$ cat src/rtl/cap_timer_pkg.sv
package cap_timer_pkg;

  localparam int ADDR_W = 4;
  localparam int NFLAG  = 3;

  localparam int FLG_CH  = 0;
  localparam int FLG_OVC = 1;
  localparam int FLG_UPD = 2;

  typedef enum logic [ADDR_W-1:0] {
    A_CTRL  = 4'h0,
    A_MODE  = 4'h1,
    A_IEN   = 4'h2,
    A_STAT  = 4'h3,
    A_EVGEN = 4'h4,
    A_CNT   = 4'h5,
    A_DIV   = 4'h6,
    A_LIMIT = 4'h7,
    A_CHREG = 4'h8
  } reg_addr_e;

  // Divider phase reaches the programmed ratio: one counter step due.
  function automatic logic phase_done(input logic [15:0] phase,
                                      input logic [15:0] ratio);
    return phase == ratio;
  endfunction

  // Next count value on a step: wrap to zero at the limit.
  function automatic logic [15:0] count_step(input logic [15:0] cur,
                                             input logic [15:0] limit);
    return (cur == limit) ? 16'd0 : cur + 16'd1;
  endfunction

  // Flag register update: a set request wins over a clear request.
  function automatic logic flag_next(input logic cur, input logic set,
                                     input logic clr);
    return set ? 1'b1 : (clr ? 1'b0 : cur);
  endfunction

endpackage

$ cat src/rtl/cap_timer_count.sv
module cap_timer_count
  import cap_timer_pkg::*;
#(
  parameter int DW = 16
) (
  input  logic          clk,
  input  logic          rst_n,
  input  logic          run,
  input  logic          force_upd,
  input  logic [DW-1:0] div_pre,
  input  logic [DW-1:0] lim_pre,
  output logic [DW-1:0] cnt,
  output logic          step,
  output logic          upd_evt
);

  logic [DW-1:0] phase;
  logic [DW-1:0] div_act;
  logic [DW-1:0] lim_act;
  logic          wrap;

  assign step    = run && phase_done(phase, div_act);
  assign wrap    = step && (cnt == lim_act);
  assign upd_evt = force_upd || wrap;

  always_ff @(posedge clk or negedge rst_n) begin
    if (!rst_n) begin
      cnt     <= '0;
      phase   <= '0;
      div_act <= '0;
      lim_act <= '0;
    end else if (force_upd) begin
      cnt     <= '0;
      phase   <= '0;
      div_act <= div_pre;
      lim_act <= lim_pre;
    end else if (run) begin
      if (step) begin
        phase <= '0;
        cnt   <= count_step(cnt, lim_act);
        if (wrap) begin
          div_act <= div_pre;
          lim_act <= lim_pre;
        end
      end else begin
        phase <= phase + 1'b1;
      end
    end
  end

  AST_CNT_WITHIN_LIMIT: assert property (@(posedge clk) disable iff (!rst_n)
    cnt <= lim_act);

  AST_PHASE_WITHIN_RATIO: assert property (@(posedge clk) disable iff (!rst_n)
    phase <= div_act);

  AST_FORCED_UPD_CLEARS: assert property (@(posedge clk) disable iff (!rst_n)
    force_upd |=> (cnt == '0) && (phase == '0));

  AST_PRELOAD_HELD: assert property (@(posedge clk) disable iff (!rst_n)
    !upd_evt |=> $stable(div_act) && $stable(lim_act));

endmodule

$ cat src/rtl/cap_timer_chan.sv
module cap_timer_chan
  import cap_timer_pkg::*;
#(
  parameter int DW = 16
) (
  input  logic          clk,
  input  logic          rst_n,
  input  logic          in_mode,
  input  logic          run,
  input  logic          force_ev,
  input  logic          ch_in,
  input  logic [DW-1:0] cnt,
  input  logic          reg_we,
  input  logic [DW-1:0] reg_wd,
  input  logic          reg_rd,
  input  logic          stat_we,
  input  logic [1:0]    stat_wd,
  output logic [DW-1:0] chreg,
  output logic          ch_flag,
  output logic          ovc_flag,
  output logic          cap_evt,
  output logic          cmp_evt
);

  logic ch_q;
  logic rise;
  logic match_now;
  logic match_q;
  logic ch_set;
  logic ch_clr;
  logic ovc_set;
  logic ovc_clr;

  assign rise      = ch_in && !ch_q;
  assign cap_evt   = in_mode && (force_ev || rise);
  assign match_now = run && !in_mode && (cnt == chreg);
  assign cmp_evt   = match_now && !match_q;

  assign ch_set  = cap_evt || cmp_evt || (force_ev && !in_mode);
  assign ch_clr  = (stat_we && !stat_wd[0]) || reg_rd;
  assign ovc_set = cap_evt && ch_flag;
  assign ovc_clr = stat_we && !stat_wd[1];

  always_ff @(posedge clk or negedge rst_n) begin
    if (!rst_n) begin
      ch_q     <= 1'b0;
      match_q  <= 1'b0;
      chreg    <= '0;
      ch_flag  <= 1'b0;
      ovc_flag <= 1'b0;
    end else begin
      ch_q     <= ch_in;
      match_q  <= match_now;
      ch_flag  <= flag_next(ch_flag, ch_set, ch_clr);
      ovc_flag <= flag_next(ovc_flag, ovc_set, ovc_clr);
      if (cap_evt) begin
        chreg <= cnt;
      end else if (reg_we && !in_mode) begin
        chreg <= reg_wd;
      end
    end
  end

  AST_CAPTURE_TAKES_COUNT: assert property (@(posedge clk) disable iff (!rst_n)
    cap_evt |=> chreg == $past(cnt));

  AST_OVERCAPTURE_ON_PENDING: assert property (@(posedge clk) disable iff (!rst_n)
    (cap_evt && ch_flag) |=> ovc_flag);

  AST_OUTPUT_EVENT_KEEPS_REG: assert property (@(posedge clk) disable iff (!rst_n)
    (!in_mode && force_ev && !reg_we) |=> $stable(chreg));

  AST_EVENT_SETS_FLAG: assert property (@(posedge clk) disable iff (!rst_n)
    (cap_evt || cmp_evt) |=> ch_flag);

  AST_NO_CAPTURE_WITHOUT_EDGE: assert property (@(posedge clk) disable iff (!rst_n)
    (!force_ev && !(ch_in && !ch_q) && !reg_we) |=> $stable(chreg));

endmodule

$ cat src/rtl/cap_timer.sv
module cap_timer
  import cap_timer_pkg::*;
#(
  parameter int DW = 16
) (
  input  logic              clk,
  input  logic              rst_n,
  input  logic              wr_en,
  input  logic              rd_en,
  input  logic [ADDR_W-1:0] addr,
  input  logic [DW-1:0]     wdata,
  output logic [DW-1:0]     rdata,
  input  logic              ch_in,
  output logic              irq
);

  logic             run;
  logic [1:0]       dir_sel;
  logic [NFLAG-1:0] ien;
  logic [DW-1:0]    div_pre;
  logic [DW-1:0]    lim_pre;
  logic             upd_flag;

  logic [DW-1:0]    cnt;
  logic             step;
  logic             upd_evt;
  logic [DW-1:0]    chreg;
  logic             ch_flag;
  logic             ovc_flag;
  logic             cap_evt;
  logic             cmp_evt;
  logic [NFLAG-1:0] flags;

  // Named bus events
  logic wr_ctrl, wr_mode, wr_ien, wr_stat, wr_ev, wr_div, wr_lim, wr_chreg;
  logic rd_chreg, force_upd, force_ev, in_mode;

  assign wr_ctrl   = wr_en && (addr == A_CTRL);
  assign wr_mode   = wr_en && (addr == A_MODE);
  assign wr_ien    = wr_en && (addr == A_IEN);
  assign wr_stat   = wr_en && (addr == A_STAT);
  assign wr_ev     = wr_en && (addr == A_EVGEN);
  assign wr_div    = wr_en && (addr == A_DIV);
  assign wr_lim    = wr_en && (addr == A_LIMIT);
  assign wr_chreg  = wr_en && (addr == A_CHREG);
  assign rd_chreg  = rd_en && (addr == A_CHREG);
  assign force_upd = wr_ev && wdata[0];
  assign force_ev  = wr_ev && wdata[1];
  assign in_mode   = (dir_sel != 2'b00);

  always_ff @(posedge clk or negedge rst_n) begin
    if (!rst_n) begin
      run      <= 1'b0;
      dir_sel  <= 2'b00;
      ien      <= '0;
      div_pre  <= '0;
      lim_pre  <= '0;
      upd_flag <= 1'b0;
    end else begin
      if (wr_ctrl) run     <= wdata[0];
      if (wr_mode) dir_sel <= wdata[1:0];
      if (wr_ien)  ien     <= wdata[NFLAG-1:0];
      if (wr_div)  div_pre <= wdata;
      if (wr_lim)  lim_pre <= wdata;
      upd_flag <= flag_next(upd_flag, upd_evt, wr_stat && !wdata[FLG_UPD]);
    end
  end

  cap_timer_count #(.DW(DW)) u_count (
    .clk       (clk),
    .rst_n     (rst_n),
    .run       (run),
    .force_upd (force_upd),
    .div_pre   (div_pre),
    .lim_pre   (lim_pre),
    .cnt       (cnt),
    .step      (step),
    .upd_evt   (upd_evt)
  );

  cap_timer_chan #(.DW(DW)) u_chan (
    .clk      (clk),
    .rst_n    (rst_n),
    .in_mode  (in_mode),
    .run      (run),
    .force_ev (force_ev),
    .ch_in    (ch_in),
    .cnt      (cnt),
    .reg_we   (wr_chreg),
    .reg_wd   (wdata),
    .reg_rd   (rd_chreg),
    .stat_we  (wr_stat),
    .stat_wd  (wdata[1:0]),
    .chreg    (chreg),
    .ch_flag  (ch_flag),
    .ovc_flag (ovc_flag),
    .cap_evt  (cap_evt),
    .cmp_evt  (cmp_evt)
  );

  always_comb begin
    flags          = '0;
    flags[FLG_CH]  = ch_flag;
    flags[FLG_OVC] = ovc_flag;
    flags[FLG_UPD] = upd_flag;
  end

  assign irq = |(flags & ien);

  always_comb begin
    rdata = '0;
    case (addr)
      A_CTRL:  rdata[0]       = run;
      A_MODE:  rdata[1:0]     = dir_sel;
      A_IEN:   rdata[NFLAG-1:0] = ien;
      A_STAT:  rdata[NFLAG-1:0] = flags;
      A_CNT:   rdata          = cnt;
      A_DIV:   rdata          = div_pre;
      A_LIMIT: rdata          = lim_pre;
      A_CHREG: rdata          = chreg;
      default: rdata          = '0;
    endcase
  end

  AST_IRQ_NEEDS_ENABLE: assert property (@(posedge clk) disable iff (!rst_n)
    irq |-> (ien != '0));

  AST_UPDATE_SETS_FLAG: assert property (@(posedge clk) disable iff (!rst_n)
    upd_evt |=> upd_flag);

  AST_ZERO_EVENT_INERT: assert property (@(posedge clk) disable iff (!rst_n)
    (wr_ev && wdata[1:0] == 2'b00 && !run) |=> $stable(cnt));

endmodule

$ cat config.mk
export PLATFORM = sky130hd
export DESIGN_NAME = cap_timer
export DESIGN_NICKNAME = d
export VERILOG_FILES = /design/src/rtl/cap_timer_pkg.sv /design/src/rtl/cap_timer_count.sv /design/src/rtl/cap_timer_chan.sv /design/src/rtl/cap_timer.sv
export SDC_FILE = /design/constraint.sdc
export NUM_CORES = 1
export LEC_CHECK = 0
export BUFFER_PORTS_ARGS = -buffer_cell sky130_fd_sc_hd__buf_2
export CORE_ASPECT_RATIO = 1.25
export CORE_UTILIZATION = 45
export DETAILED_ROUTE_END_ITERATION = 8
export PLACE_DENSITY = 0.63
export SLEW_MARGIN = 0
export SYNTH_ARGS = -nofsm -noshare
export SYNTH_HDL_FRONTEND = slang
export SYNTH_SLANG_ARGS = --single-unit
$ cat constraint.sdc
create_clock -name clk -period 4.4 [get_ports clk]
set_input_delay 1.32 -clock clk [delete_from_list [all_inputs] [get_ports clk]]
set_output_delay 1.32 -clock clk [all_outputs]
set_load 0.005 [all_outputs]
==> results of run 1 <==
## cell usage after synthesis, types with 3 or more instances
| cell type | n |
|---|---|
| sky130_fd_sc_hd__dfrtp_1 | 123 |
| sky130_fd_sc_hd__a22oi_1 | 61 |
| sky130_fd_sc_hd__clkbuf_1 | 58 |
| sky130_fd_sc_hd__nand3_1 | 53 |
| sky130_fd_sc_hd__nand2_1 | 47 |
| sky130_fd_sc_hd__nand4_1 | 43 |
| sky130_fd_sc_hd__mux2_2 | 42 |
| sky130_fd_sc_hd__xor2_1 | 37 |
| sky130_fd_sc_hd__and2_1 | 36 |
| sky130_fd_sc_hd__o21ai_1 | 30 |
| sky130_fd_sc_hd__xnor2_1 | 26 |
| sky130_fd_sc_hd__a22o_1 | 18 |
| sky130_fd_sc_hd__a21o_1 | 17 |
| sky130_fd_sc_hd__nor3_1 | 15 |
| sky130_fd_sc_hd__o22ai_1 | 13 |
| sky130_fd_sc_hd__a211oi_1 | 12 |
| sky130_fd_sc_hd__or3_1 | 12 |
| sky130_fd_sc_hd__nor4_1 | 9 |
| sky130_fd_sc_hd__nor3b_1 | 8 |
| sky130_fd_sc_hd__and3_1 | 7 |
| sky130_fd_sc_hd__o21ai_0 | 7 |
| sky130_fd_sc_hd__buf_2 | 6 |
| sky130_fd_sc_hd__nor2_1 | 6 |
| sky130_fd_sc_hd__nor4b_1 | 6 |
| sky130_fd_sc_hd__buf_6 | 5 |
| sky130_fd_sc_hd__nand2b_1 | 5 |
| sky130_fd_sc_hd__o211ai_1 | 5 |
| sky130_fd_sc_hd__a21oi_1 | 4 |
| sky130_fd_sc_hd__inv_1 | 3 |
| sky130_fd_sc_hd__nor2b_1 | 3 |
## worst max-delay path by stage
stage,startpoint,endpoint
detailed placement,addr[0],rdata[1]
CTS,addr[0],rdata[1]
global route,addr[0],rdata[1]
finish,addr[0],rdata[1]
global placement,addr[0],rdata[1]
floorplan,addr[2],rdata[1]
## cell type report
cell class	instances	area, sq um
inverters	3	11.3
fillers	1408	7490
repair buffers	57	353
clock inverters	7	87.6
multi-input cells	551	3850
well taps	212	265
clock buffers	25	495
flip-flops and latches	123	3080
## where the power goes
part | switching, mW | internal, mW
clock | 0.508 | 0.889
combinational | 0.300 | 0.323
sequential | 0.336 | 1.34
total | 1.14 | 2.55
## kinds of logic (layout without fill, tap and decap cells)
kind of cell	Yosys count	in the layout	share of synthesized area
AND/OR/NAND/NOR	267	267	0.215
AO/OA/AOI/OAI	177	177	0.172
flip-flops	123	123	0.425
buffers and inverters	73	92	0.0440
XOR/XNOR	63	63	0.0762
multiplexers	42	42	0.0653
adder cells (fa/ha/maj)	2	2	0.00345
## sequential cells by signal (all words and copies together) (netlist names), 2 cells and up
name	cells
dir_sel	2
div_pre	16
ien	3
lim_pre	16
u_chan.chreg	16
u_count.cnt	16
u_count.div_act	16
u_count.lim_act	16
u_count.phase	16
## metrics by stage
step / cells / utilization
2_1_floorplan: 747 / -
3_3_place_gp: 946 / 0.484
5_1_grt: 978 / 0.521
4_1_cts: 978 / 0.521
6_report: 978 / 0.521
3_5_place_dp: 946 / 0.484
## per-layer routing
metal / up-vias / share of wire / track usage
met2: 340 / 0.48 / 0.440
met4: 2 / 0.031 / 0.124
met5: - / 0.00059 / 0
li1: 2810 / - / -
met1: 3164 / 0.41 / 0.373
met3: 44 / 0.079 / 0.0557
==> results_dict.tcl, run 1 <==
set metrics [dict create \
    synth_top_area_share 0.425 \
    worstPathRequired_ns 3.08 \
    critical_path_buf_inv_count 3 \
    crit_path_max_fanout 14 \
    gp_congestion 0.941 \
    die_x_um 115 \
    postRouteAntennaNets 0 \
    overflow 0 \
    slew_viol_final 0 \
    ctsHtreeMaxLevel 4 \
    whs_path_depth 1 \
    finalClockSkew_ns 0.0124 \
    critPathSlowestCell "sky130_fd_sc_hd__nor2b_1" \
    nNetsFinal 780 \
    rr_worst_depth 6 \
    cts.hold.buffers_added 0 \
    hold-path-endpoint "u_chan.chreg[6]" \
    drtIter0Drc 665 \
    timing.critical_path.arrival_ns 2.70 \
    cts_tree "yes" \
    grt_start_max_net_pins 60 \
    report.final.hold_viol_count 0 \
    detail_route.wirelength_um 21900 \
    worst_hold_path_type "register to register" \
    syn_nets 774 \
    tightestPinTransition_ns 1.24 \
    ys_seq_elements 123 \
    std_cell_rows 51 \
    port-buffer-count 41 \
    clock.fmax_ghz 0.249 \
    cts_inserted_buffers 17 \
    netlist-cell-type-count 51 \
    power_per_standard_cell_area_nw_per_um2 453 \
    n_antenna_cell 0 \
    die-area_sq_um 16600 \
    synth_area_leader_cell "sky130_fd_sc_hd__dfrtp_1" \
    clk-insertion-delay-late_ns 0.43 \
    postSynth.asyncResetShare 1.00 \
    cp_num_cells 7 \
    synth_enable_flop_cells 0 \
    drive_gt1_frac 0.179 \
    post_synth.cell_area_avg_sq_um 9.70 \
    period_minus_slack_ns 4.02 \
    worst_hold_startpoint "u_chan.chreg[6]" \
    fin_ws_ns 0.379 \
    setup_slack_of_the_worst_register_to_register_path_ns 1.33 \
    rr_startpoint "u_count.cnt[2]" \
    start_util 0.463 \
    clockBufferDepth 2 \
    grt_pass1_wl_um 34800 \
    groute.usage.overall 0.280 \
    detail_route.first_pass.iterations 5 \
    num_vias 6360 \
    worstSetupEndpointType "output pin" \
    layout.cell_area.non_filler_sq_um 8140 \
    placedInstanceArea_sq_um 7560 \
    mostFrequentLayoutCells "sky130_fd_sc_hd__dfrtp_1, sky130_fd_sc_hd__a22oi_1, sky130_fd_sc_hd__nand3_1" \
    timing.slew.headroom 0.171 \
    cts_resized 0 \
    worst_path_largest_cell_delay_ns 0.33 \
    total_power_draw_mw 3.69 \
    path_cells "buf_2 > nor2b_1 > and2_1 > buf_4 > a22oi_1 > nand3_1 > buf_2" \
    fin_crit_sh 0.914 \
    first_global_vias 6222 \
    setup-tns-final_ns 0 \
    ys_seq_area_frac 0.425 \
    power.static_leakage_nw 3.34 \
    netlist_area_sq_um 7240 \
    ys_top_cells_by_area "sky130_fd_sc_hd__dfrtp_1, sky130_fd_sc_hd__mux2_2, sky130_fd_sc_hd__a22oi_1" \
    cp-start-kind "primary input" \
    worstReg2RegEnd "u_count.cnt[15]" \
    worst_ir_drop_vdd_mv 0.293 \
    detail_route.vias_per_cell 6.50 \
    route.detailed.drc 0 \
    clkSinkCount 123 \
    post-cts-setup-buffers 0 \
    cts_root_buffer "sky130_fd_sc_hd__clkbuf_16" \
    setup_violations 0 \
    final_common_cell "sky130_fd_sc_hd__dfrtp_1" \
    die_height_um 144 \
    grt_antenna_before_repair 1 \
    setup.worst_path.class "primary input to output pin" \
    synth-main-ff-cell "sky130_fd_sc_hd__dfrtp_1" \
    netlist_instances 747 \
    hpwl_um 14000 \
    critical-path-top-cell-by-count "sky130_fd_sc_hd__buf_2" \
    cp_top_family "simple AND/OR/NAND/NOR gates" \
    detail_route.wl_per_cell_um 22.4 \
    cap_viol_max_count 0 \
    yosysWarningCount 0 \
    core_area_sq_um 15600 \
    grt_setup_unrepaired "false" \
    pre_cts_slack_ns 0.405 \
    status "finished clean" \
    hold_ws_ns 0.527 \
    syn_to_final_growth_pct 12.4 \
    num_io_pins 42 \
    cts.clk_slew.worst_paths_ns 0.05 \
]
Note: power is estimated with default switching activity, not from simulation.
==> run 2: changes to the inputs <==
--- a/config.mk
+++ b/config.mk
@@ -10,6 +10,7 @@
 export CORE_UTILIZATION = 45
 export DETAILED_ROUTE_END_ITERATION = 8
+export MAX_ROUTING_LAYER = met4
 export PLACE_DENSITY = 0.63
-export SLEW_MARGIN = 0
+export SLEW_MARGIN = 20
 export SYNTH_ARGS = -nofsm -noshare
 export SYNTH_HDL_FRONTEND = slang
==> constraint.sdc (replaced) <==
create_clock -name clk -period 4.4 [get_ports clk]
set_input_delay 1.32 -clock clk [delete_from_list [all_inputs] [get_ports clk]]
set_output_delay 1.32 -clock clk [all_outputs]
set_load 0.1 [all_outputs]
==> run 2 against run 1 <==
Sequential power barely moved. Highest routed layer is now met4. Sequential share of layout area fell by 1.9 points. Sequential cell count did not move. Clock power up 15%. Routed wire length rose by 1.3%. Critical endpoint is now rdata[14]. Maximum frequency shrank 1.4%.
==> results_dict.tcl, run 2 (same netlist as run 1, synthesis figures left out) <==
set metrics [dict create \
    status "finished clean" \
    worstSetupEndpointType "output pin" \
    critPathSlowestCell "sky130_fd_sc_hd__nor2b_1" \
    final_common_cell "sky130_fd_sc_hd__dfrtp_1" \
    hpwl_um 14500 \
    clockBufferDepth 2 \
    cts_inserted_buffers 17 \
    fin_crit_sh 0.927 \
    groute.usage.overall 0.293 \
    die_height_um 144 \
    postRouteAntennaNets 0 \
    grt_setup_unrepaired "false" \
    wirelength_met1_um 9280 \
    slew_viol_final 0 \
    drtIter0Drc 668 \
    mostFrequentLayoutCells "sky130_fd_sc_hd__dfrtp_1, sky130_fd_sc_hd__a22oi_1, sky130_fd_sc_hd__nand3_1" \
    cts_tree "yes" \
    overflow 0 \
    report.final.hold_viol_count 0 \
    start_util 0.463 \
    timing.critical_path.arrival_ns 2.76 \
    worstPathRequired_ns 3.08 \
    tightestPinTransition_ns 0.998 \
    detail_route.wirelength_um 22200 \
    gp_congestion 0.869 \
    finalClockSkew_ns 0.00763 \
    clk-insertion-delay-late_ns 0.42 \
    die_x_um 115 \
    num_vias 6350 \
    cp-start-kind "primary input" \
    std_cell_rows 51 \
    setup_violations 0 \
    core_area_sq_um 15600 \
    cap_viol_max_count 0 \
    cts_root_buffer "sky130_fd_sc_hd__clkbuf_16" \
    layout.filler_cells 1385 \
    routed-wl-met2_um 10900 \
    syn_to_final_growth_pct 18.3 \
    area.sequential_sq_um 3080 \
    first_global_vias 6262 \
    ctsHtreeMaxLevel 4 \
    clock.fmax_ghz 0.245 \
    power_per_standard_cell_area_nw_per_um2 480 \
    nNetsFinal 783 \
    cts.clk_slew.worst_paths_ns 0.06 \
    detail_route.wl_per_cell_um 22.6 \
    grt_pass1_wl_um 35200 \
    grt_antenna_before_repair 1 \
    hold_ws_ns 0.521 \
    setup.worst_path.class "primary input to output pin" \
    cts_resized 0 \
    post-cts-setup-buffers 0 \
    grt_start_max_net_pins 69 \
    detail_route.first_pass.iterations 5 \
    period_minus_slack_ns 4.08 \
    highest_layer "met4" \
    power.static_leakage_nw 3.45 \
    route.detailed.drc 0 \
    cts.hold.buffers_added 0 \
    timing.slew.headroom 0.333 \
    detail_route.vias_per_cell 6.47 \
    worst_path_largest_cell_delay_ns 0.34 \
    worst_ir_drop_vdd_mv 0.272 \
    port-buffer-count 41 \
    multi_input_comb_area_sq_um 3910 \
    final_core_utilization 0.548 \
    num_io_pins 42 \
    path_cells "buf_2 > nor2b_1 > and3_1 > buf_4 > a22oi_1 > nand2_1 > buf_12" \
    met3_layer_wire_length_in_the_routed_design_um 1440 \
    crit_path_max_fanout 15 \
    die-area_sq_um 16600 \
    drive_gt1_frac 0.205 \
    clkSinkCount 123 \
    worst_hold_path_type "register to register" \
]
-- run 2: area by class of cell --
type | instances | area share
Antenna cell | 1 | 0.000292
Clock buffer | 21 | 0.0537
Clock inverter | 11 | 0.0251
Inverter | 3 | 0.00131
Multi-Input combinational cell | 551 | 0.456
Sequential cell | 123 | 0.359
Tap cell | 212 | 0.0310
Timing Repair Buffer | 60 | 0.0733
-- run 2: worst paths after layout --
kind	startpoint	to	slack, ns	cells after the start
worst max-delay path	addr[2]	rdata[14]	0.32	7
worst max register to register	u_count.cnt[2]	u_count.cnt[4]	1.54	6
max in group asynchronous	rst_n	div_pre[2]	2.54	2
min in group asynchronous	rst_n	u_chan.chreg[14]	1.02	1
worst min-delay path	u_chan.chreg[9]	u_chan.chreg[9]	0.52	1
worst min register to register	u_chan.chreg[9]	u_chan.chreg[9]	0.52	1
-- run 2: metal layers --
layer	global-route usage	up-vias
met2	0.459	273
li1	-	2817
met3	0.0536	40
met5	-	-
met1	0.377	3220
met4	0.111	0
-- run 2: where the power goes --
group	switching [mW]	total (mW)	internal [mW]
logic	0.454	0.829	0.375
registers	0.333	1.67	1.34
clock network	0.517	1.61	1.09
total	1.30	4.11	2.80
-- run 2: metrics by stage --
step | power (mW) | setup WS [ns] | instance area, sq um | std cells | setup TNS [ns]
3_5_place_dp | 2.51 | 0.363 | 7880 | 949 | 0
5_1_grt | 4.26 | 0.207 | 8570 | 982 | 0
6_report | 4.11 | 0.321 | 8570 | 982 | 0
3_3_place_gp | 2.48 | 0.390 | 7880 | 949 | 0
4_1_cts | 4.11 | 0.362 | 8560 | 981 | 0
2_1_floorplan | 2.17 | -0.0585 | 7290 | 747 | -0.0585
-- run 2: worst max-delay path: cells and delay by family --
| kind | cells | cell delay, ns |
|---|---|---|
| buffers and inverters | 3 | 0.60 |
| and+or+nand+nor | 3 | 0.70 |
| AOI/OAI and AO/OA | 1 | 0.13 |
==> run 3: changes to the inputs <==
CORE_UTILIZATION = 60   (was 45)
PLACE_DENSITY = 0.8   (was 0.63)
RECOVER_POWER = 100   (was unset)
==> run 3 against run 2 <==
The flow now finishes with violations (max-capacitance violations, max-slew violations). Via count up 2.1%. Hold slack improved by 0.0069 ns. Global-route usage grew 7.3 points. Highest routed layer unchanged.
==> results_dict.tcl, run 3 (same netlist as run 1, synthesis figures left out) <==
set metrics [dict create \
    status "complete, but fails checks" \
    failing_checks "max-capacitance violations, max-slew violations" \
    crit_path_max_fanout 15 \
    overflow 0 \
    setup_violations 0 \
    grt_setup_unrepaired "false" \
    worst_hold_startpoint "u_chan.chreg[9]" \
    nNetsFinal 782 \
    rr_startpoint "u_count.cnt[7]" \
    hold-path-endpoint "u_chan.chreg[9]" \
    num_vias 6485 \
    grt_start_max_net_pins 89 \
    cts_inserted_buffers 17 \
    die-area_sq_um 12500 \
    core_area_sq_um 11700 \
    detail_route.wirelength_um 21000 \
    gp_congestion 0.934 \
    whs_path_depth 1 \
    worstPathRequired_ns 3.08 \
    cts_resized 0 \
    fin_crit_sh 0.951 \
    postRouteAntennaNets 0 \
    mostFrequentLayoutCells "sky130_fd_sc_hd__dfrtp_1, sky130_fd_sc_hd__a22oi_1, sky130_fd_sc_hd__nand3_1" \
    detail_route.vias_per_cell 6.99 \
    hpwl_um 13900 \
    cp-start-kind "primary input" \
    start_util 0.621 \
    setup-tns-final_ns 0 \
    detail_route.first_pass.iterations 6 \
    cap_viol_max_count 2 \
    syn_to_final_growth_pct 13.3 \
    worst_ir_drop_vdd_mv 0.392 \
    first_global_vias 6420 \
    power_per_standard_cell_area_nw_per_um2 477 \
    period_minus_slack_ns 4.19 \
    worst_hold_path_type "register to register" \
    die_x_um 100 \
    timing.critical_path.arrival_ns 2.87 \
    power.static_leakage_nw 3.33 \
    drive_gt1_frac 0.188 \
    tightestPinTransition_ns 1.98 \
    cts_root_buffer "sky130_fd_sc_hd__clkbuf_16" \
    n_antenna_cell 0 \
    report.final.hold_viol_count 0 \
    rr_worst_depth 6 \
    route.detailed.drc 0 \
    port-buffer-count 41 \
    clkSinkCount 123 \
    placedInstanceArea_sq_um 7790 \
    post-cts-setup-buffers 0 \
    groute.usage.overall 0.366 \
    detail_route.wl_per_cell_um 22.7 \
    finalClockSkew_ns 0.0121 \
    worstSetupEndpointType "output pin" \
    ctsHtreeMaxLevel 4 \
    die_height_um 125 \
    grt_antenna_before_repair 0 \
    cts.clk_slew.worst_paths_ns 0.06 \
    layout.cell_area.non_filler_sq_um 8210 \
    num_io_pins 42 \
    clk-insertion-delay-late_ns 0.43 \
    clockBufferDepth 2 \
    cts_tree "yes" \
    setup.worst_path.class "primary input to output pin" \
    clock.fmax_ghz 0.239 \
    cts.hold.buffers_added 0 \
    std_cell_rows 44 \
    setup_slack_of_the_worst_register_to_register_path_ns 0.56 \
    drtIter0Drc 976 \
    grt_pass1_wl_um 33800 \
    final_common_cell "sky130_fd_sc_hd__dfrtp_1" \
    slew_viol_final 72 \
    worstReg2RegEnd "u_count.cnt[4]" \
    timing.slew.headroom -0.322 \
]
## run 3: changes by cell type in the layout (fill, tap and decap cells not counted), moves of 3 or more
cell	change
sky130_fd_sc_hd__bufinv_16	-3
sky130_fd_sc_hd__clkbuf_4	+12
sky130_fd_sc_hd__buf_2	-3
sky130_fd_sc_hd__buf_4	-6
sky130_fd_sc_hd__clkbuf_1	+9
sky130_fd_sc_hd__buf_12	-14
## run 3: routing by layer
metal  wire length (um)  share of wire  vias up  track usage
li1                   -              -     2813            -
met1               8090           0.38     3185        0.455
met2              10200           0.49      405        0.562
met3               1820          0.086       82       0.0786
met4                917          0.044        0        0.185
met5                  0              0        -            -
## run 3: per-stage QoR
stage / total power, mW / setup WS [ns] / utilization / hold slack (ns) / std cells
final: 3.92 / 0.215 / 0.703 / 0.528 / 928
after global routing: 4.05 / 0.121 / 0.703 / 0.552 / 928
after CTS: 3.94 / 0.363 / 0.719 / 0.528 / 928
after detailed placement: 2.50 / 0.384 / 0.667 / 0.512 / 897
after global placement: 2.46 / 0.455 / 0.667 / 0.506 / 897
after floorplan: 2.17 / -0.0585 / - / 0.476 / 747
## run 3: power breakdown
part	switching [mW]	internal [mW]	total [mW]
combinational	0.433	0.341	0.774
sequential	0.359	1.34	1.70
clock	0.514	0.931	1.45
total	1.31	2.61	3.92
## run 3: layout make-up
type                       instances  area, sq um
clock buffer                      21          470
clock inverter                    10          140
fill                             883         3460
inverter                           3         11.3
multi-input combinational        551         3890
sequential                       123         3080
tap                              161          201
timing repair buffer              59          415
## run 3: worst max-delay path by stage
stage / from / end / slack, ns / cells past startpoint
2_1_floorplan: addr[1] / rdata[0] / -0.06 / 4
3_3_place_gp: addr[2] / rdata[14] / 0.45 / 7
3_5_place_dp: addr[2] / rdata[14] / 0.38 / 7
4_1_cts: addr[2] / rdata[14] / 0.36 / 7
5_1_grt: rst_n / u_chan.chreg[12] / 0.12 / 2
6_report: addr[2] / rdata[14] / 0.21 / 7
## run 3: worst max-delay path, stage by stage
cell	delay, ns
sky130_fd_sc_hd__buf_2	0.16
sky130_fd_sc_hd__nor2b_1	0.37
sky130_fd_sc_hd__and3_1	0.23
sky130_fd_sc_hd__buf_4	0.24
sky130_fd_sc_hd__a22oi_1	0.13
sky130_fd_sc_hd__nand2_1	0.09
sky130_fd_sc_hd__clkbuf_4	0.33
